==> config.mk <==
export PLATFORM = sky130hd
export DESIGN_NAME = fence_slot_alloc
export DESIGN_NICKNAME = d
export VERILOG_FILES = /design/src/rtl/fsa_pkg.sv /design/src/rtl/fsa_match.sv /design/src/rtl/fsa_victim.sv /design/src/rtl/fence_slot_alloc.sv
export SDC_FILE = /design/constraint.sdc
export NUM_CORES = 1
export LEC_CHECK = 0
export BUFFER_PORTS_ARGS = -buffer_cell sky130_fd_sc_hd__buf_4
export CAP_MARGIN = 20
export CORE_UTILIZATION = 60
export DETAILED_ROUTE_END_ITERATION = 7
export PLACE_DENSITY = 0.76
export SKIP_LAST_GASP = 1
export SLEW_MARGIN = 5
export SYNTH_ARGS = -nofsm -noshare
export SYNTH_HDL_FRONTEND = slang
export SYNTH_SLANG_ARGS = --single-unit
==> constraint.sdc <==
create_clock -name clk -period 28.8 [get_ports clk]
set_input_delay 2.88 -clock clk [delete_from_list [all_inputs] [get_ports clk]]
set_output_delay 2.88 -clock clk [all_outputs]
set_load 0.01 [all_outputs]
==> src/rtl/fsa_pkg.sv <==
package fsa_pkg;
  typedef enum logic [1:0] {
    OP_GET   = 2'd0,
    OP_PUT   = 2'd1,
    OP_PIN   = 2'd2,
    OP_UNPIN = 2'd3
  } fsa_op_e;

  typedef enum logic [2:0] {
    ST_OK        = 3'd0,
    ST_RETRY     = 3'd1,
    ST_DEADLOCK  = 3'd2,
    ST_BUSY      = 3'd3,
    ST_NOSLOT    = 3'd4,
    ST_UNDERFLOW = 3'd5
  } fsa_status_e;
endpackage

==> src/rtl/fsa_match.sv <==
// Owner lookup by ID and lowest free slot search.
module fsa_match #(
  parameter int NUM_SLOTS  = 8,
  parameter int FIRST_SLOT = 0,
  parameter int ID_W       = 8,
  localparam int SLOT_W    = $clog2(NUM_SLOTS)
) (
  input  logic [NUM_SLOTS-1:0]           own,
  input  logic [NUM_SLOTS-1:0][ID_W-1:0] ids,
  input  logic [ID_W-1:0]                req_id,
  output logic                           hit,
  output logic [SLOT_W-1:0]              hit_idx,
  output logic                           free_found,
  output logic [SLOT_W-1:0]              free_idx
);
  always_comb begin
    hit     = 1'b0;
    hit_idx = '0;
    for (int i = 0; i < NUM_SLOTS; i++) begin
      if (own[i] && ids[i] == req_id) begin
        hit     = 1'b1;
        hit_idx = SLOT_W'(i);
      end
    end
  end

  // Descending scan so the lowest index wins.
  always_comb begin
    free_found = 1'b0;
    free_idx   = '0;
    for (int i = NUM_SLOTS - 1; i >= FIRST_SLOT; i--) begin
      if (!own[i]) begin
        free_found = 1'b1;
        free_idx   = SLOT_W'(i);
      end
    end
  end
endmodule

==> src/rtl/fsa_victim.sv <==
// Oldest owned slot with no pins.
module fsa_victim #(
  parameter int NUM_SLOTS  = 8,
  parameter int FIRST_SLOT = 0,
  parameter int PIN_W      = 4,
  localparam int SLOT_W    = $clog2(NUM_SLOTS)
) (
  input  logic [NUM_SLOTS-1:0]             own,
  input  logic [NUM_SLOTS-1:0][PIN_W-1:0]  pins,
  input  logic [NUM_SLOTS-1:0][SLOT_W-1:0] ages,
  output logic                             found,
  output logic [SLOT_W-1:0]                idx
);
  logic [SLOT_W-1:0] best_age;

  always_comb begin
    found    = 1'b0;
    idx      = '0;
    best_age = '0;
    for (int i = FIRST_SLOT; i < NUM_SLOTS; i++) begin
      if (own[i] && pins[i] == '0 && (!found || ages[i] > best_age)) begin
        found    = 1'b1;
        idx      = SLOT_W'(i);
        best_age = ages[i];
      end
    end
  end
endmodule

==> src/rtl/fence_slot_alloc.sv <==
module fence_slot_alloc #(
  parameter int NUM_SLOTS  = 8,
  parameter int FIRST_SLOT = 0,
  parameter int ID_W       = 8,
  parameter int PIN_W      = 4,
  localparam int SLOT_W    = $clog2(NUM_SLOTS)
) (
  input  logic              clk,
  input  logic              rst_n,
  input  logic              cmd_valid,
  input  logic [1:0]        cmd_op,
  input  logic [ID_W-1:0]   cmd_id,
  input  logic              cmd_tiled,
  input  logic              cmd_dirty,
  input  logic              release_pending,
  output logic              rsp_valid,
  output logic [2:0]        rsp_status,
  output logic [SLOT_W-1:0] rsp_slot,
  output logic              rsp_evict,
  output logic [ID_W-1:0]   rsp_evict_id
);
  import fsa_pkg::*;

  localparam logic [PIN_W-1:0] PIN_MAX = {PIN_W{1'b1}};

  logic [NUM_SLOTS-1:0]             own_q, own_d;
  logic [NUM_SLOTS-1:0][ID_W-1:0]   id_q, id_d;
  logic [NUM_SLOTS-1:0][PIN_W-1:0]  pin_q, pin_d;
  logic [NUM_SLOTS-1:0][SLOT_W-1:0] age_q, age_d;

  logic              rsp_valid_q;
  fsa_status_e       st_q, st_d;
  logic [SLOT_W-1:0] slot_q, slot_d;
  logic              ev_q, ev_d;
  logic [ID_W-1:0]   evid_q, evid_d;

  logic              hit, free_found, vic_found;
  logic [SLOT_W-1:0] hit_idx, free_idx, vic_idx;
  logic              upd, rel;

  fsa_match #(.NUM_SLOTS(NUM_SLOTS), .FIRST_SLOT(FIRST_SLOT), .ID_W(ID_W)) u_match (
    .own(own_q), .ids(id_q), .req_id(cmd_id),
    .hit(hit), .hit_idx(hit_idx), .free_found(free_found), .free_idx(free_idx)
  );

  fsa_victim #(.NUM_SLOTS(NUM_SLOTS), .FIRST_SLOT(FIRST_SLOT), .PIN_W(PIN_W)) u_victim (
    .own(own_q), .pins(pin_q), .ages(age_q), .found(vic_found), .idx(vic_idx)
  );

  // Command decode
  always_comb begin
    own_d  = own_q;
    id_d   = id_q;
    pin_d  = pin_q;
    st_d   = ST_OK;
    slot_d = '0;
    ev_d   = 1'b0;
    evid_d = '0;
    upd    = 1'b0;
    rel    = 1'b0;
    case (fsa_op_e'(cmd_op))
      OP_GET: begin
        if (hit) begin
          slot_d = hit_idx;
          if (!cmd_dirty || cmd_tiled)  upd  = 1'b1;
          else if (pin_q[hit_idx] != '0) st_d = ST_BUSY;
          else                           rel  = 1'b1;
        end else if (cmd_tiled) begin
          if (free_found) begin
            slot_d          = free_idx;
            upd             = 1'b1;
            own_d[free_idx] = 1'b1;
            id_d[free_idx]  = cmd_id;
          end else if (vic_found) begin
            slot_d         = vic_idx;
            upd            = 1'b1;
            ev_d           = 1'b1;
            evid_d         = id_q[vic_idx];
            id_d[vic_idx]  = cmd_id;
          end else begin
            st_d = release_pending ? ST_RETRY : ST_DEADLOCK;
          end
        end
      end
      OP_PUT: begin
        if (!hit) st_d = ST_NOSLOT;
        else begin
          slot_d = hit_idx;
          if (pin_q[hit_idx] != '0) st_d = ST_BUSY;
          else                      rel  = 1'b1;
        end
      end
      OP_PIN: begin
        if (!hit) st_d = ST_NOSLOT;
        else begin
          slot_d = hit_idx;
          if (pin_q[hit_idx] == PIN_MAX) st_d = ST_BUSY;
          else pin_d[hit_idx] = pin_q[hit_idx] + 1'b1;
        end
      end
      default: begin
        if (!hit) st_d = ST_NOSLOT;
        else begin
          slot_d = hit_idx;
          if (pin_q[hit_idx] == '0) st_d = ST_UNDERFLOW;
          else pin_d[hit_idx] = pin_q[hit_idx] - 1'b1;
        end
      end
    endcase
    if (rel) own_d[slot_d] = 1'b0;
  end

  // Recency update: owned ages stay a permutation of 0..k-1
  always_comb begin
    age_d = age_q;
    for (int i = 0; i < NUM_SLOTS; i++) begin
      if (upd) begin
        if (SLOT_W'(i) == slot_d) age_d[i] = '0;
        else if (own_q[i] && (!own_q[slot_d] || age_q[i] < age_q[slot_d]))
          age_d[i] = age_q[i] + 1'b1;
      end else if (rel) begin
        if (SLOT_W'(i) == slot_d) age_d[i] = '0;
        else if (own_q[i] && age_q[i] > age_q[slot_d])
          age_d[i] = age_q[i] - 1'b1;
      end
    end
  end

  always_ff @(posedge clk or negedge rst_n) begin
    if (!rst_n) begin
      own_q <= '0;
      id_q  <= '0;
      pin_q <= '0;
      age_q <= '0;
    end else if (cmd_valid) begin
      own_q <= own_d;
      id_q  <= id_d;
      pin_q <= pin_d;
      age_q <= age_d;
    end
  end

  always_ff @(posedge clk or negedge rst_n) begin
    if (!rst_n) begin
      rsp_valid_q <= 1'b0;
      st_q        <= ST_OK;
      slot_q      <= '0;
      ev_q        <= 1'b0;
      evid_q      <= '0;
    end else begin
      rsp_valid_q <= cmd_valid;
      if (cmd_valid) begin
        st_q   <= st_d;
        slot_q <= slot_d;
        ev_q   <= ev_d;
        evid_q <= evid_d;
      end
    end
  end

  assign rsp_valid    = rsp_valid_q;
  assign rsp_status   = st_q;
  assign rsp_slot     = slot_q;
  assign rsp_evict    = ev_q;
  assign rsp_evict_id = evid_q;
endmodule

# Word level (Yosys, flattened, before mapping)
# Cells that the tools add are included.
[word_totals]
register_bits = 144
word_cells = 387
input_bits = 16
output_inout_bits = 16
[classes]
muxes = 174
n_addsub = 18
order_cmp = 31
eq_ne = 28
n_reduce_logical = 101
bitwise_logic = 5
[op_table]
columns = ["op", "n"]
rows = [
  ["3-bit two-way mux", 83],
  ["64-bit bitwise mux", 2],
  ["32-bit two-way mux", 4],
  ["64-bit two-way mux", 2],
  ["8-bit two-way mux", 13],
  ["32-bit bitwise mux", 2],
  ["8-bit == test", 8],
  ["32-bit one-hot mux with 2 select lines", 1],
  ["8-bit demux with 3-bit select", 2],
  ["3-bit greater-than comparator", 15],
  ["1-bit logical AND", 43],
  ["1-bit two-way mux", 43],
  ["4-bit zero test", 9],
  ["4-bit AND reduction", 8],
  ["3-bit by 1-bit adder with 3-bit output (second input constant)", 8],
  ["8-bit binary-select mux with 3-bit select", 1],
  ["3-bit < comparator", 8],
  ["3-bit by 1-bit != test with 1-bit output (second input constant)", 8],
  ["3-bit nonzero test", 8],
  ["3-bit by 1-bit subtractor with 3-bit output (second input constant)", 8],
  ["2-bit two-way mux", 11],
  ["1-bit logical OR", 16],
  ["3-bit by 4-bit < comparator with 1-bit output (second input constant)", 4],
  ["4-bit binary-select mux with 3-bit select", 1],
  ["other kinds (29)", 49],
]

# Longest topological paths before layout
# Gate-level depths: netlist of the first run.
[logic_depth]
word_depth = 44
mapped_depth = 69
depth_no_buf = 65

# By module
# Synthesis of the first run repeated with hierarchy kept, for this count alone.
[hier_totals]
cells_unflattened = 1114
hier_area_um2 = 10976.8
[modules_own_cells]
columns = ["mod", "instances", "cells_each", "seq_area_each_um2", "area_per_inst_um2"]
rows = [
  ["fence_slot_alloc", 1, 831, 3603.5, 8779.7],
  ["fsa_victim", 1, 152, 0.0, 1152.4],
  ["fsa_match", 1, 131, 0.0, 1044.8],
]

# Worst setup path before layout of the first run
# No wires, ideal clock.
[synth_timing]
path_type = "register to register"
from = "reg pin_q[1] (netlist bit)"
to = "reg age_q[8] (netlist bit)"
path_stages_with_launch = 65
required_ps = 28676
arrival_time_ps = 12267
setup_time_ps = 124
synth_period_minus_slack_ps = 12391
setup_slack_ps = 16409
n_path_buf = 3
cell_sequence = "dfrtp_1 nor4_1 and2_1 buf_6 nand2_1 ha_1 and3_1 o31ai_1 nand2_1 o21ai_0 inv_1 ha_1 a211oi_1 o22ai_1 nand2_1 mux2i_1 ha_1 nor2b_1 (+29 left out) o211a_1 a41oi_1 o21ai_2 or2_1 buf_4 o21ai_4 nand3_1 o22ai_1 a21oi_1 a21oi_1 ha_1 nor2b_1 a41oi_1 a32oi_1 o2111ai_2 nand4b_4 and4_1 a211o_1"
[synth_via]
elab_chain_len = 43
elab_cells_between_ends = 89
cone_classes = "order compare (9); eq/ne (2); mux (47); reduce/logical (31)"
[synth_lines]
columns = ["element", "line_no", "source"]
rows = [
  ["start: declaration", "fence_slot_alloc.sv:28", "logic [NUM_SLOTS-1:0][PIN_W-1:0] pin_q, pin_d;"],
  ["start signal: assignment", "fence_slot_alloc.sv:138", "pin_q <= pin_d;"],
  ["4-bit zero test", "fsa_victim.sv:21", "if (own[i] && pins[i] == '0 && (!found || ages[i] > best_age)) begin"],
  ["1-bit logical AND", "fsa_victim.sv:21", ""],
  ["3-bit two-way mux / 1-bit two-way mux (equally long branches)", "fsa_victim.sv:21", ""],
  ["3-bit greater-than comparator / 1-bit zero test (equally long branches)", "fsa_victim.sv:21", ""],
  ["1-bit logical OR", "fsa_victim.sv:21", ""],
  ["1-bit logical AND", "fsa_victim.sv:21", ""],
  ["3-bit two-way mux / 1-bit two-way mux (equally long branches)", "fsa_victim.sv:21", ""],
  ["3-bit greater-than comparator / 1-bit zero test (equally long branches)", "fsa_victim.sv:21", ""],
  ["(+27 left out)", "--", ""],
  ["3-bit two-way mux", "--", ""],
  ["3-bit binary-select mux with 3-bit select / 1-bit binary-select mux with 3-bit select (equally long branches)", "fence_slot_alloc.sv:119, fence_slot_alloc.sv:123", ""],
  ["3-bit two-way mux (implied by the code) / 1-bit two-way mux (equally long branches)", "fence_slot_alloc.sv:119, fence_slot_alloc.sv:123", ""],
  ["3-bit < comparator / 1-bit zero test (equally long branches)", "fence_slot_alloc.sv:119", "else if (own_q[i] && (!own_q[slot_d] || age_q[i] < age_q[slot_d]))"],
  ["1-bit logical OR", "fence_slot_alloc.sv:119", ""],
  ["1-bit logical AND", "fence_slot_alloc.sv:119", ""],
  ["3-bit by 1-bit != test with 1-bit output (no line)", "--", ""],
  ["4-bit AND reduction (no line)", "--", ""],
  ["end signal: assignment", "fence_slot_alloc.sv:139", "age_q <= age_d;"],
  ["end: declaration", "fence_slot_alloc.sv:29", "logic [NUM_SLOTS-1:0][SLOT_W-1:0] age_q, age_d;"],
]
# Several ways; a longest one is shown, not always the timed one. The select of a mux whose other input is x is not followed.
# A chain may end at the register's enable or synchronous reset.

# Worst setup path in the final report of the first run
# Ends and elaborated chain as after synthesis.

==> results of run 1 <==
-- cell type report --
class,count,area [µm²]
well taps,225,282
inverters,48,180
clock inverters,15,139
repair buffers,39,297
multi-input cells,912,6630
fillers,1390,5800
flip-flops and latches,144,3600
clock buffers,17,425
-- Yosys cell counts (35+ instances only) --
master	count	share of area (%)
sky130_fd_sc_hd__xnor2_1	45	3.7
sky130_fd_sc_hd__ha_1	55	6.5
sky130_fd_sc_hd__a21oi_1	46	2.2
sky130_fd_sc_hd__inv_1	48	1.7
sky130_fd_sc_hd__o21ai_0	41	1.9
sky130_fd_sc_hd__nor3_1	35	1.6
sky130_fd_sc_hd__nor2_1	67	2.4
sky130_fd_sc_hd__xor2_1	35	2.9
sky130_fd_sc_hd__nand2_1	136	4.8
sky130_fd_sc_hd__nand3_1	42	2.0
sky130_fd_sc_hd__mux2_2	96	10
sky130_fd_sc_hd__dfrtp_1	144	34
-- per-layer routing --
| layer | global-route usage, % | vias up |
|---|---|---|
| met1 | 46.0 | 4547 |
| met2 | 54.9 | 466 |
| met5 | 0 | - |
| li1 | - | 4258 |
| met3 | 6.66 | 95 |
| met4 | 16.4 | 0 |
-- cell usage in the layout (no fill, tap or decap), types with 6 or more instances in the layout --
cell type / synthesis / routed
sky130_fd_sc_hd__o211ai_1: 14 / 14
sky130_fd_sc_hd__a21o_1: 14 / 14
sky130_fd_sc_hd__and3_1: 7 / 7
sky130_fd_sc_hd__and4_1: 6 / 6
sky130_fd_sc_hd__a41oi_1: 8 / 8
sky130_fd_sc_hd__buf_4: 1 / 38
sky130_fd_sc_hd__nor3_1: 35 / 35
sky130_fd_sc_hd__nand2_1: 136 / 136
sky130_fd_sc_hd__o21a_1: 6 / 6
sky130_fd_sc_hd__a31oi_1: 25 / 25
sky130_fd_sc_hd__xnor2_1: 45 / 45
sky130_fd_sc_hd__dfrtp_1: 144 / 144
sky130_fd_sc_hd__a21oi_1: 46 / 46
sky130_fd_sc_hd__clkbuf_16: 0 / 17
sky130_fd_sc_hd__mux2i_1: 24 / 24
sky130_fd_sc_hd__nor2_1: 67 / 67
sky130_fd_sc_hd__a32oi_1: 6 / 6
sky130_fd_sc_hd__inv_1: 48 / 48
sky130_fd_sc_hd__nor2b_1: 9 / 9
sky130_fd_sc_hd__inv_6: 0 / 6
sky130_fd_sc_hd__o21ai_0: 41 / 41
sky130_fd_sc_hd__o22ai_1: 14 / 14
sky130_fd_sc_hd__and2_1: 12 / 12
sky130_fd_sc_hd__nand4_1: 21 / 21
sky130_fd_sc_hd__nand3_1: 42 / 42
sky130_fd_sc_hd__nor4_1: 15 / 15
sky130_fd_sc_hd__xor2_1: 35 / 35
sky130_fd_sc_hd__nor3b_1: 6 / 6
sky130_fd_sc_hd__mux2_2: 96 / 96
sky130_fd_sc_hd__a211oi_1: 10 / 10
sky130_fd_sc_hd__ha_1: 55 / 55
sky130_fd_sc_hd__or3_1: 11 / 11
sky130_fd_sc_hd__o31ai_1: 11 / 11
-- worst max-delay path, delay by kind of cell (launching register included) --
kind                     cells  cell delay [ps]
multiplexers                 3              840
flip-flops                   1              390
adder cells (fa/ha/maj)      8             2400
AO/OA/AOI/OAI               28             7080
AND/OR/NAND/NOR             19             3840
buffers and inverters        3              220
-- sequential cells by signal, indices dropped and copies added, names as in the netlist, named ones only --
signal and cells:
id_q 64, pin_q 24, rsp_evict 1, rsp_status 3, rsp_slot 3, rsp_evict_id 8, age_q 24, rsp_valid 1
own_q 8
-- worst max path at each step --
stage,endpoint,startpoint,cells after the start,slack [ps]
6_report,age_q[8],pin_q[1],61,13910
5_1_grt,age_q[8],pin_q[1],62,12590
4_1_cts,age_q[8],pin_q[1],61,14210
3_5_place_dp,age_q[8],pin_q[1],61,14250
3_3_place_gp,age_q[8],pin_q[1],62,14710
2_1_floorplan,age_q[8],pin_q[1],64,16410
-- logic make-up (layout without fill, tap and decap cells) --
family                     Yosys count  in the layout
muxes                              123            123
and+or+nand+nor                    394            394
adders and majority gates           55             55
AOI/OAI and AO/OA                  260            260
xor gates and xnor gates            80             80
DFF                                144            144
buffers and inverters              104            119
-- power by group --
part	total, mW	leakage (nW)	internal [mW]	switching, mW
clock	0.219	0.270	0.114	0.105
sequential	0.283	1.93	0.235	0.0471
combinational	0.521	3.03	0.197	0.324
total	1.02	5.23	0.547	0.475
-- stage by stage --
stage / instance area [µm²] / utilization (%) / worst slack, ps / total power, mW
6_report: 11600 / 66.6 / 13910 / 1.02
4_1_cts: 11500 / 66.5 / 14210 / 1.01
3_5_place_dp: 11000 / 63.3 / 14250 / 0.783
3_3_place_gp: 11000 / 63.3 / 14710 / 0.767
2_1_floorplan: 10700 / - / 16410 / 0.667
5_1_grt: 11600 / 66.6 / 12590 / 1.09
==> qor.log, run 1 <==
[status] run status finished, final reports clean
[drt] number of iterations in the first detailed-routing pass 6
[worst_setup_path] sort of element at the start of the critical path flip-flop
[pwr] power density over the cells 88.4 nW/µm²
[drt] number of DRC violations after detailed routing 0
[timing] total negative slack 0 ps
[drt] Final Routed Wirelength 30,300 µm
[clock_tree] clock buffer depth 2
[timing] total count of max-transition violations in the final report 0
[floorplanning] floorplan die width 135 µm
[grt] global routing usage summed across all routing layers 34.8%
[cells_and_area] area delta synth->final 8.32%
[yosys] cells after synthesis 1,160
[drt] detailed route wirelength on metal3 2370 µm
[yosys] synthesized net count 1,231
[timing] final worst clock skew 10.1 ps
[cells_and_area] fraction of layout instances using a drive strength above 1 17.0%
[worst_setup_path] Data required, critical path 29,130 ps
[drt] top routing layer in use met4
[yosys] sequential share of the synthesized area 33.8%
[floorplanning] number of I/O pins 32
[yosys] synth warn 0
[yosys] number of enable flip-flop cells after synthesis 0
[cells_and_area] non-filler cells in the finished layout 1,400
[floorplanning] Die Span Y 135 µm
[grt] wire length of the first global-routing pass 48,700 µm
[worst_setup_path] worst flop-to-flop path endpoint age_q[8]
[worst_setup_path] depth of the most critical reg-to-reg path 61
[yosys] count of unique library cells instantiated by Yosys 84
[clock_tree] CTS H-tree depth 4
[place] dpl cells 1,367
[drt] Antenna Nets Post-Route 0
[clock_tree] CTS root buf sky130_fd_sc_hd__clkbuf_16
[min_path] hold path start rsp_evict_id[4]
[cells_and_area] number of nets in the layout 1,233
[clock_tree] count of buffers added by post-CTS timing repair for setup 0
[yosys] synthesized area divided by synthesized cell count 9.19 µm²
[timing] Final Critical Period 14,890 ps
[grt] gr ovfl total 0
[grt] pin count of the biggest net entering global routing 80
[place] Placer Congestion 0.990
[yosys] Adder-Cell Fraction of Synth Area 6.45%
[pwr] maximum VDD drop 64.6 µV
[worst_setup_path] endpoint kind of the worst setup timing path flip-flop
[floorplanning] number of core rows 48
[drt] routed wire length per instance 21.6 µm
[worst_setup_path] WS Path Type flip-flop to flip-flop
[timing] transition at the pin with the smallest max-transition slack 1000 ps
[pwr] leakage dissipation 5.23 nW
[timing] Setup violations, final 0
[min_path] Hold Path Stages 1
[min_path] worst hold endpoint rsp_evict_id[4]
[worst_setup_path] worst stage delay on the critical path 720 ps
[yosys] post-synthesis compound-gate area fraction 17.8%
[clock_tree] Resized Gates After CTS 0
[floorplanning] Std-Cell Core Area 17,400 µm²
[clock_tree] CTS tree built
[place] HPWL reported at the end of detailed placement 22,100 µm
[worst_setup_path] Critical Path Most Common Cell sky130_fd_sc_hd__ha_1
[run] max-cap violations 0
[clock_tree] Num CTS Buffers 17
[yosys] post-synthesis instance area 10,700 µm²
[timing] minimum hold slack 480 ps
[yosys] xor/xnor cell area share of the yosys netlist 6.57%
[drt] total number of vias 9,366
[drt] Via-to-Cell Ratio 6.69
[timing] achievable clock frequency 67.2 MHz
[clock_tree] clock sink count 144
[worst_setup_path] CP max FO 19
[yosys] most common flop cell mapped by yosys sky130_fd_sc_hd__dfrtp_1
[grt] vias in the first global route 8,923
[timing] setup repair after global routing missed its margin false
[clock_tree] count of hold-fix buffers inserted at cts 0
[timing] Final Hold Violating Endpoints 0
[floorplanning] area of the die 18,300 µm²
[drt] Metal-1 WL 12,700 µm
[yosys] Synth async-reset ratio 100%
[grt] initial antenna violation count 0
[clock_tree] clock slew at the register clock pins of the worst setup and hold paths 70 ps
[yosys] number of flip-flops and latches in the synthesized netlist 144
[drt] routed length on met2 14,000 µm
[yosys] simple-gate area share of the yosys netlist 18.6%
[timing] portion of the clock cycle consumed by the worst path in the final layout 51.7%
[cells_and_area] diodes inserted 0
[timing] max_slew headroom 33.0%
[floorplanning] starting density of the core 61.4%
[clock_tree] worst skew pair latency 450 ps
[drt] DR iter-0 viols 918
[min_path] type of the worst min-delay path flip-flop to flip-flop
[worst_setup_path] crit path DAT 15,220 ps
[yosys] share of synthesized area spent on multiplexers 12.7%
[worst_setup_path] launch point of the worst reg-to-reg path pin_q[1]
[place] number of buffers inserted by port buffering 31
[yosys] largest family of logic cells by synthesized area simple AND/OR/NAND/NOR gates
[worst_setup_path] slowest library cell on the worst path sky130_fd_sc_hd__a21oi_1
[worst_setup_path] slack of the worst reg-to-reg path 13,910 ps
(Power assumes the default switching activity.)
==> run 2, diff against run 1 <==
- CORE_UTILIZATION: 60 -> 58
- PLACE_DENSITY: 0.76 -> 0.77
- clock period: 28.8 -> 12.51 ns (I/O delays scaled with it)
==> run 2 against run 1 <==
  * Via count up 4.2%
  * First-iteration DRC count increased by 15%
  * Die area is 3.4% higher
  * Critical endpoint is now age_q[21]
  * Clock power is 140% higher
  * Critical path depth up 2
==> qor.log, run 2 (synthesis gave the netlist of run 1 again) <==
[timing] final worst clock skew 15.9 ps [+5.86 ps]
[worst_setup_path] depth of the most critical reg-to-reg path 63 [+3.3%]
[pwr] Switch Pwr 1.16 mW [+140%]
[grt] gr ovfl total 0 [unchanged]
[timing] minimum hold slack 483 ps [+2.87 ps]
[pwr] leakage dissipation 5.48 nW [+4.8%]
[cells_and_area] most frequent cells in the layout 144 x sky130_fd_sc_hd__dfrtp_1, 131 x sky130_fd_sc_hd__nand2_1, 96 x sky130_fd_sc_hd__mux2_2, 77 x sky130_fd_sc_hd__buf_4, 66 x sky130_fd_sc_hd__nor2_1
[min_path] Hold Path Stages 1 [unchanged]
[worst_setup_path] CP max FO 7 [-12]
[cells_and_area] largest registers id_q x64, age_q x24, pin_q x24
[clock_tree] Num CTS Buffers 17 [unchanged]
[grt] vias in the first global route 8,822 [-1.1%]
[worst_setup_path] slowest library cell on the worst path sky130_fd_sc_hd__dfrtp_1
[cells_and_area] register with the most flip-flops id_q
[worst_setup_path] Critical Path Most Common Cell sky130_fd_sc_hd__ha_1
[drt] number of iterations in the first detailed-routing pass 6 [unchanged]
[worst_setup_path] Data required, critical path 12,870 ps [-16,260 ps]
[floorplanning] number of I/O pins 32 [unchanged]
[cells_and_area] area delta synth->final 13.5%
[floorplanning] starting density of the core 59.4% [-2.1 points]
[min_path] worst hold endpoint rsp_evict_id[2]
[grt] wire length of the first global-routing pass 48,900 µm [+0.35%]
[timing] portion of the clock cycle consumed by the worst path in the final layout 96.1% [+44 points]
[min_path] hold path start rsp_evict_id[2]
[drt] Via-to-Cell Ratio 6.76 [+0.99%]
[cells_and_area] Layout fillers 1,409 [+1.4%]
[pwr] cell internal power dissipation 1.39 mW [+150%]
[clock_tree] clock slew at the register clock pins of the worst setup and hold paths 70 ps [about the same]
[pwr] power share of the sequential group 25.2% [-2.5 points]
[worst_setup_path] slack of the worst reg-to-reg path 490 ps [-13,420 ps]
[clock_tree] CTS H-tree depth 4 [unchanged]
[worst_setup_path] crit path DAT 12,380 ps [-2840 ps]
[run] max-cap violations 0 [unchanged]
[timing] Final Critical Period 12,020 ps [-2870 ps]
[cells_and_area] flip-flop count of the largest register, all copies and words added 64 [unchanged]
[pwr] proportion of power drawn by combinational gates 54.1% [+3.1 points]
[worst_setup_path] worst flop-to-flop path endpoint age_q[21]
[clock_tree] CTS tree built
[cells_and_area] fraction of layout instances using a drive strength above 1 22.5% [+5.5 points]
[timing] transition at the pin with the smallest max-transition slack 1020 ps [+17.6 ps]
[grt] pin count of the biggest net entering global routing 77 [-3.8%]
[drt] total number of vias 9,763 [+4.2%]
[clock_tree] clock sink count 144 [unchanged]
[worst_setup_path] launch point of the worst reg-to-reg path pin_q[3]
[grt] initial antenna violation count 0 [unchanged]
[drt] Final Routed Wirelength 32,000 µm [+5.7%]
[clock_tree] CTS root buf sky130_fd_sc_hd__clkbuf_16
[place] HPWL reported at the end of detailed placement 22,600 µm [+2.3%]
[pwr] share of total power in the clock network 20.7% [-0.7 points]
[floorplanning] area of the die 18,900 µm² [+3.4%]
[worst_setup_path] WS Path Type flip-flop to flip-flop
[floorplanning] floorplan die width 138 µm [+1.7%]
[pwr] Net Sw Frac 45.4% [-1.1 points]
[clock_tree] clock buffer depth 2 [unchanged]
[place] number of buffers inserted by port buffering 31 [unchanged]
[cells_and_area] number of nets in the layout 1,274 [+3.3%]
[clock_tree] worst skew pair latency 450 ps [about the same]
[drt] DR iter-0 viols 1,055 [+15%]
[pwr] power density over the cells 210 nW/µm² [+140%]
[place] Placer Congestion 0.987 [-0.24%]
[floorplanning] Die Span Y 138 µm [+1.7%]
[drt] Antenna Nets Post-Route 0 [unchanged]
[timing] total negative slack 0 ps [unchanged]
[worst_setup_path] endpoint kind of the worst setup timing path flip-flop
[cells_and_area] most common library cell in the layout ignoring fill and taps sky130_fd_sc_hd__dfrtp_1
[status] run status finished, final reports clean
[min_path] type of the worst min-delay path flip-flop to flip-flop
[cells_and_area] area of combinational cells with multiple inputs 6820 µm² [+2.9%]
[timing] total count of max-transition violations in the final report 0 [unchanged]
[timing] Setup violations, final 0 [unchanged]
[drt] routed wire length per instance 22.1 µm [+2.4%]
[timing] Final Hold Violating Endpoints 0 [unchanged]
[cells_and_area] diodes inserted 0 [unchanged]
[cells_and_area] flip-flop and latch area 3600 µm² [unchanged]
[worst_setup_path] worst stage delay on the critical path 410 ps [-310 ps]
[pwr] maximum VDD drop 159 µV [+150%]
[worst_setup_path] sort of element at the start of the critical path flip-flop
[timing] achievable clock frequency 83.2 MHz [+24%]
[drt] number of DRC violations after detailed routing 0 [unchanged]
[timing] max_slew headroom 31.6% [-1.5 points]
[floorplanning] Std-Cell Core Area 18,000 µm² [+3.5%]
[grt] global routing usage summed across all routing layers 34.3% [-0.45 points]
[floorplanning] number of core rows 49 [+2.1%]
## run 2: worst max-delay path by stage
stage | start | to | slack [ps] | depth (start not counted)
3_3_place_gp | pin_q[1] | age_q[18] | 230 | 62
6_report | pin_q[3] | age_q[21] | 490 | 63
2_1_floorplan | pin_q[1] | age_q[8] | 120 | 64
5_1_grt | pin_q[3] | age_q[5] | -60 | 67
3_5_place_dp | pin_q[1] | age_q[18] | -280 | 61
4_1_cts | pin_q[1] | age_q[8] | 7 | 65
## run 2: routing by layer
metal	GRT usage, %	part of all wire (%)	vias to the layer above
li1	-	-	4351
met1	44.5	40	4706
met2	54.6	46	563
met3	7.25	9.2	143
met4	16.2	5.1	0
met5	0	0	-
## run 2: cell type report
cell class              instances  share of cell area, %
multi-input cells             912                   56.3
repair buffers                 80                   5.13
inverters                      48                   1.49
clock buffers                  18                   3.54
flip-flops and latches        144                   29.8
well taps                     229                   2.37
clock inverters                14                   1.38
## run 2: per-stage QoR
step           instances  worst slack, ps  area [µm²]  total power, mW  util (%)
6_report            1445              491       12100             2.54      67.4
3_5_place_dp        1388             -279       11100             1.85      61.9
4_1_cts             1420             7.29       11700             2.40      65.4
3_3_place_gp        1388              233       11100             1.82      61.9
5_1_grt             1445            -58.1       12100             2.69      67.4
2_1_floorplan       1160              119       10700             1.54         -
## run 2: power by group through the flow
stage / Sequential, mW / Clock (mW) / Combinational [mW]
detailed placement: 0.645 / 0 / 1.20
finish: 0.641 / 0.528 / 1.38
CTS: 0.637 / 0.529 / 1.23
global route: 0.650 / 0.547 / 1.49
floorplan: 0.614 / 0 / 0.923
global placement: 0.640 / 0 / 1.18
## run 2: repair_timing
| item | 4_1_cts | 5_1_grt |
|---|---|---|
| endpoints found under the setup margin | 22 | 24 |
| setup buffers | 0 | 26 |
| hold buffers | 0 | 0 |
| hold endpoints to repair | 0 | 0 |
| resized for setup | 8 | 39 |
| pin swaps | 0 | 18 |
## run 2: worst max-delay path: cells and delay by family (launching register included)
family | cells | cell delay (ps)
buffers and inverters | 7 | 900
AND/OR/NAND/NOR | 17 | 2280
multiplexers | 5 | 1310
flip-flops | 1 | 410
AO/OA/AOI/OAI | 26 | 4900
adder cells (fa/ha/maj) | 8 | 2110
==> run 3, diff against run 2 <==
- RECOVER_POWER: unset -> 100
==> run 3 against run 2 <==
  * The flow now finishes with violations (max-capacitance violations, max-slew violations)
  * Maximum frequency about the same
  * First-iteration DRC count down 1.2%
  * Sequential power about the same
  * Critical path depth is 1 lower
  * Final area down 0.69%
  * Combinational power hardly changed
  * Global-route usage unchanged
  * Setup slack is essentially flat
  * Largest power group unchanged
  * Highest routed layer unchanged
==> qor.log, run 3 (synthesis gave the netlist of run 1 again) <==
[floorplanning] Std-Cell Core Area 18,000 µm² [unchanged]
[place] worst setup slack after placement -279 ps [unchanged]
[pwr] maximum VDD drop 158 µV [-0.31%]
[pwr] post-route total power 2.54 mW [-0.25%]
[place] number of buffers inserted by port buffering 31 [unchanged]
[drt] total number of vias 9,739 [-0.25%]
[worst_setup_path] Critical Path Most Common Cell sky130_fd_sc_hd__ha_1
[clock_tree] worst skew pair latency 450 ps [about the same]
[cells_and_area] fin util 66.9% [-0.47 points]
[drt] Final Routed Wirelength 31,800 µm [-0.46%]
[min_path] type of the worst min-delay path flip-flop to flip-flop
[clock_tree] count of hold-fix buffers inserted at cts 0 [unchanged]
[cells_and_area] Layout fillers 1,435 [+1.8%]
[status] violated checks max-capacitance violations, max-slew violations
[drt] routed wire length per instance 22.0 µm [-0.46%]
[timing] total count of max-transition violations in the final report 147 [+147]
[grt] met3 usage 7.25% [unchanged]
[status] run status finished with violations
[grt] global routing usage summed across all routing layers 34.3% [unchanged]
[clock_tree] CTS root buf sky130_fd_sc_hd__clkbuf_16
[drt] DR iter-0 viols 1,042 [-1.2%]
[grt] layer with the highest usage met2
[grt] gr ovfl total 0 [unchanged]
[place] HPWL reported at the end of detailed placement 22,600 µm [unchanged]
[drt] Antenna Nets Post-Route 0 [unchanged]
[run] max-cap violations 2 [+2]
[timing] achievable clock frequency 83.2 MHz [about the same]
[clock_tree] clock buffer depth 2 [unchanged]
[pwr] power density over the cells 211 nW/µm² [+0.45%]
[pwr] leakage dissipation 5.39 nW [-1.6%]
[clock_tree] CTS tree built
[cells_and_area] most frequent cells in the layout 144 x sky130_fd_sc_hd__dfrtp_1, 131 x sky130_fd_sc_hd__nand2_1, 95 x sky130_fd_sc_hd__mux2_2, 66 x sky130_fd_sc_hd__nor2_1, 58 x sky130_fd_sc_hd__buf_4
[floorplanning] Die Span Y 138 µm [unchanged]
[cells_and_area] register with the most flip-flops id_q
[timing] post-layout worst setup margin 490 ps [-0.413 ps]
[grt] initial antenna violation count 0 [unchanged]
[place] Placer Congestion 0.987 [unchanged]
[worst_setup_path] sort of element at the start of the critical path flip-flop
[clock_tree] clock slew at the register clock pins of the worst setup and hold paths 70 ps [about the same]
[grt] vias in the first global route 8,822 [unchanged]
[timing] Setup violations, final 0 [unchanged]
[worst_setup_path] WS Path Type flip-flop to flip-flop
[timing] Final Hold Violating Endpoints 0 [unchanged]
[timing] portion of the clock cycle consumed by the worst path in the final layout 96.1% [about the same]
[floorplanning] starting density of the core 59.4% [unchanged]
[clock_tree] clock sink count 144 [unchanged]
[grt] met2 GRT Util 54.6% [unchanged]
[worst_setup_path] endpoint kind of the worst setup timing path flip-flop
[worst_setup_path] crit path DAT 12,380 ps [about the same]
[cells_and_area] number of nets in the layout 1,274 [unchanged]
[drt] Via-to-Cell Ratio 6.74 [-0.25%]
[floorplanning] floorplan die width 138 µm [unchanged]
[drt] number of iterations in the first detailed-routing pass 5 [-1]
[timing] final worst clock skew 16.9 ps [+1.01 ps]
[floorplanning] area of the die 18,900 µm² [unchanged]
[grt] met1 track demand over resource in global routing 44.5% [unchanged]
[cells_and_area] fraction of layout instances using a drive strength above 1 20.7% [-1.8 points]
[timing] max_slew headroom -164% [-200 points]
[worst_setup_path] worst stage delay on the critical path 400 ps [about the same]
[timing] transition at the pin with the smallest max-transition slack 3960 ps [+2940 ps]
[grt] pin count of the biggest net entering global routing 77 [unchanged]
[timing] Final Critical Period 12,020 ps [+0.413 ps]
[cells_and_area] diodes inserted 0 [unchanged]
[cells_and_area] most common library cell in the layout ignoring fill and taps sky130_fd_sc_hd__dfrtp_1
[floorplanning] number of I/O pins 32 [unchanged]
[clock_tree] Num CTS Buffers 17 [unchanged]
[drt] number of DRC violations after detailed routing 0 [unchanged]
[worst_setup_path] CP max FO 7 [unchanged]
[cells_and_area] flip-flop count of the largest register, all copies and words added 64 [unchanged]
[floorplanning] number of core rows 49 [unchanged]
[worst_setup_path] Data required, critical path 12,870 ps [about the same]
[grt] wire length of the first global-routing pass 48,900 µm [unchanged]
[cells_and_area] area delta synth->final 12.7%
[clock_tree] CTS H-tree depth 4 [unchanged]
[cells_and_area] largest registers id_q x64, age_q x24, pin_q x24
[worst_setup_path] slowest library cell on the worst path sky130_fd_sc_hd__dfrtp_1
## run 3: metal layers
metal  up-vias  routed length (µm)  share of wire (%)
met3       121                2720                8.5
met4         0                1490                4.7
li1       4348                   -                  -
met2       532               14800                 47
met5         -                   0                  0
met1      4738               12800                 40
## run 3: timing repair
item | in CTS | in global routing
buffers inserted | 0 | 26
setup endpoints to repair | 22 | 24
pin swaps | 0 | 18
endpoints found under the hold margin | 0 | 0
gates resized for setup | 8 | 39
## run 3: final timing paths
kind	start	end	slack, ps	cells after the start
max in group asynchronous	rst_n	age_q[10]	5230	2
min in group asynchronous	rst_n	rsp_status[2]	2190	1
worst max-delay path	pin_q[3]	age_q[21]	490	62
worst min-delay path	rsp_evict_id[2]	rsp_evict_id[2]	480	1
worst min register to register	rsp_evict_id[2]	rsp_evict_id[2]	480	1
worst max register to register	pin_q[3]	age_q[21]	490	62
## run 3: critical path: cells and delay by family, from the launching register on
kind / cells / cell delay [ps]
fa+ha+maj: 8 / 2170
compound gates: 26 / 4920
simple gates: 16 / 2200
flops: 1 / 400
mux: 5 / 1310
buf+inv: 7 / 920
## run 3: cell type report
class                           instances  area (µm²)  share of cell area [%]
Clock inverter                         14         168                    1.39
Tap cell                              229         287                    2.38
Inverter                               48         180                    1.50
Timing Repair Buffer                   80         542                    4.51
Multi-Input combinational cell        912        6810                    56.7
Clock buffer                           18         429                    3.57
Sequential cell                       144        3600                    30.0
## run 3: power breakdown
group          internal (mW)  total (mW)  switching, mW  leakage, nW
Sequential             0.542       0.642         0.0996         1.93
Clock                  0.285       0.528          0.243        0.293
Combinational          0.559        1.37          0.809         3.17
## run 3: per-stage QoR
stage	hold slack (ps)	cell area (µm²)	cells	setup TNS, ps
after CTS	486	11700	1420	0
after floorplan	468	10700	1160	0
after global placement	466	11100	1388	0
after detailed placement	470	11100	1388	-2070
after global routing	504	12000	1445	-184
final	479	12000	1445	0
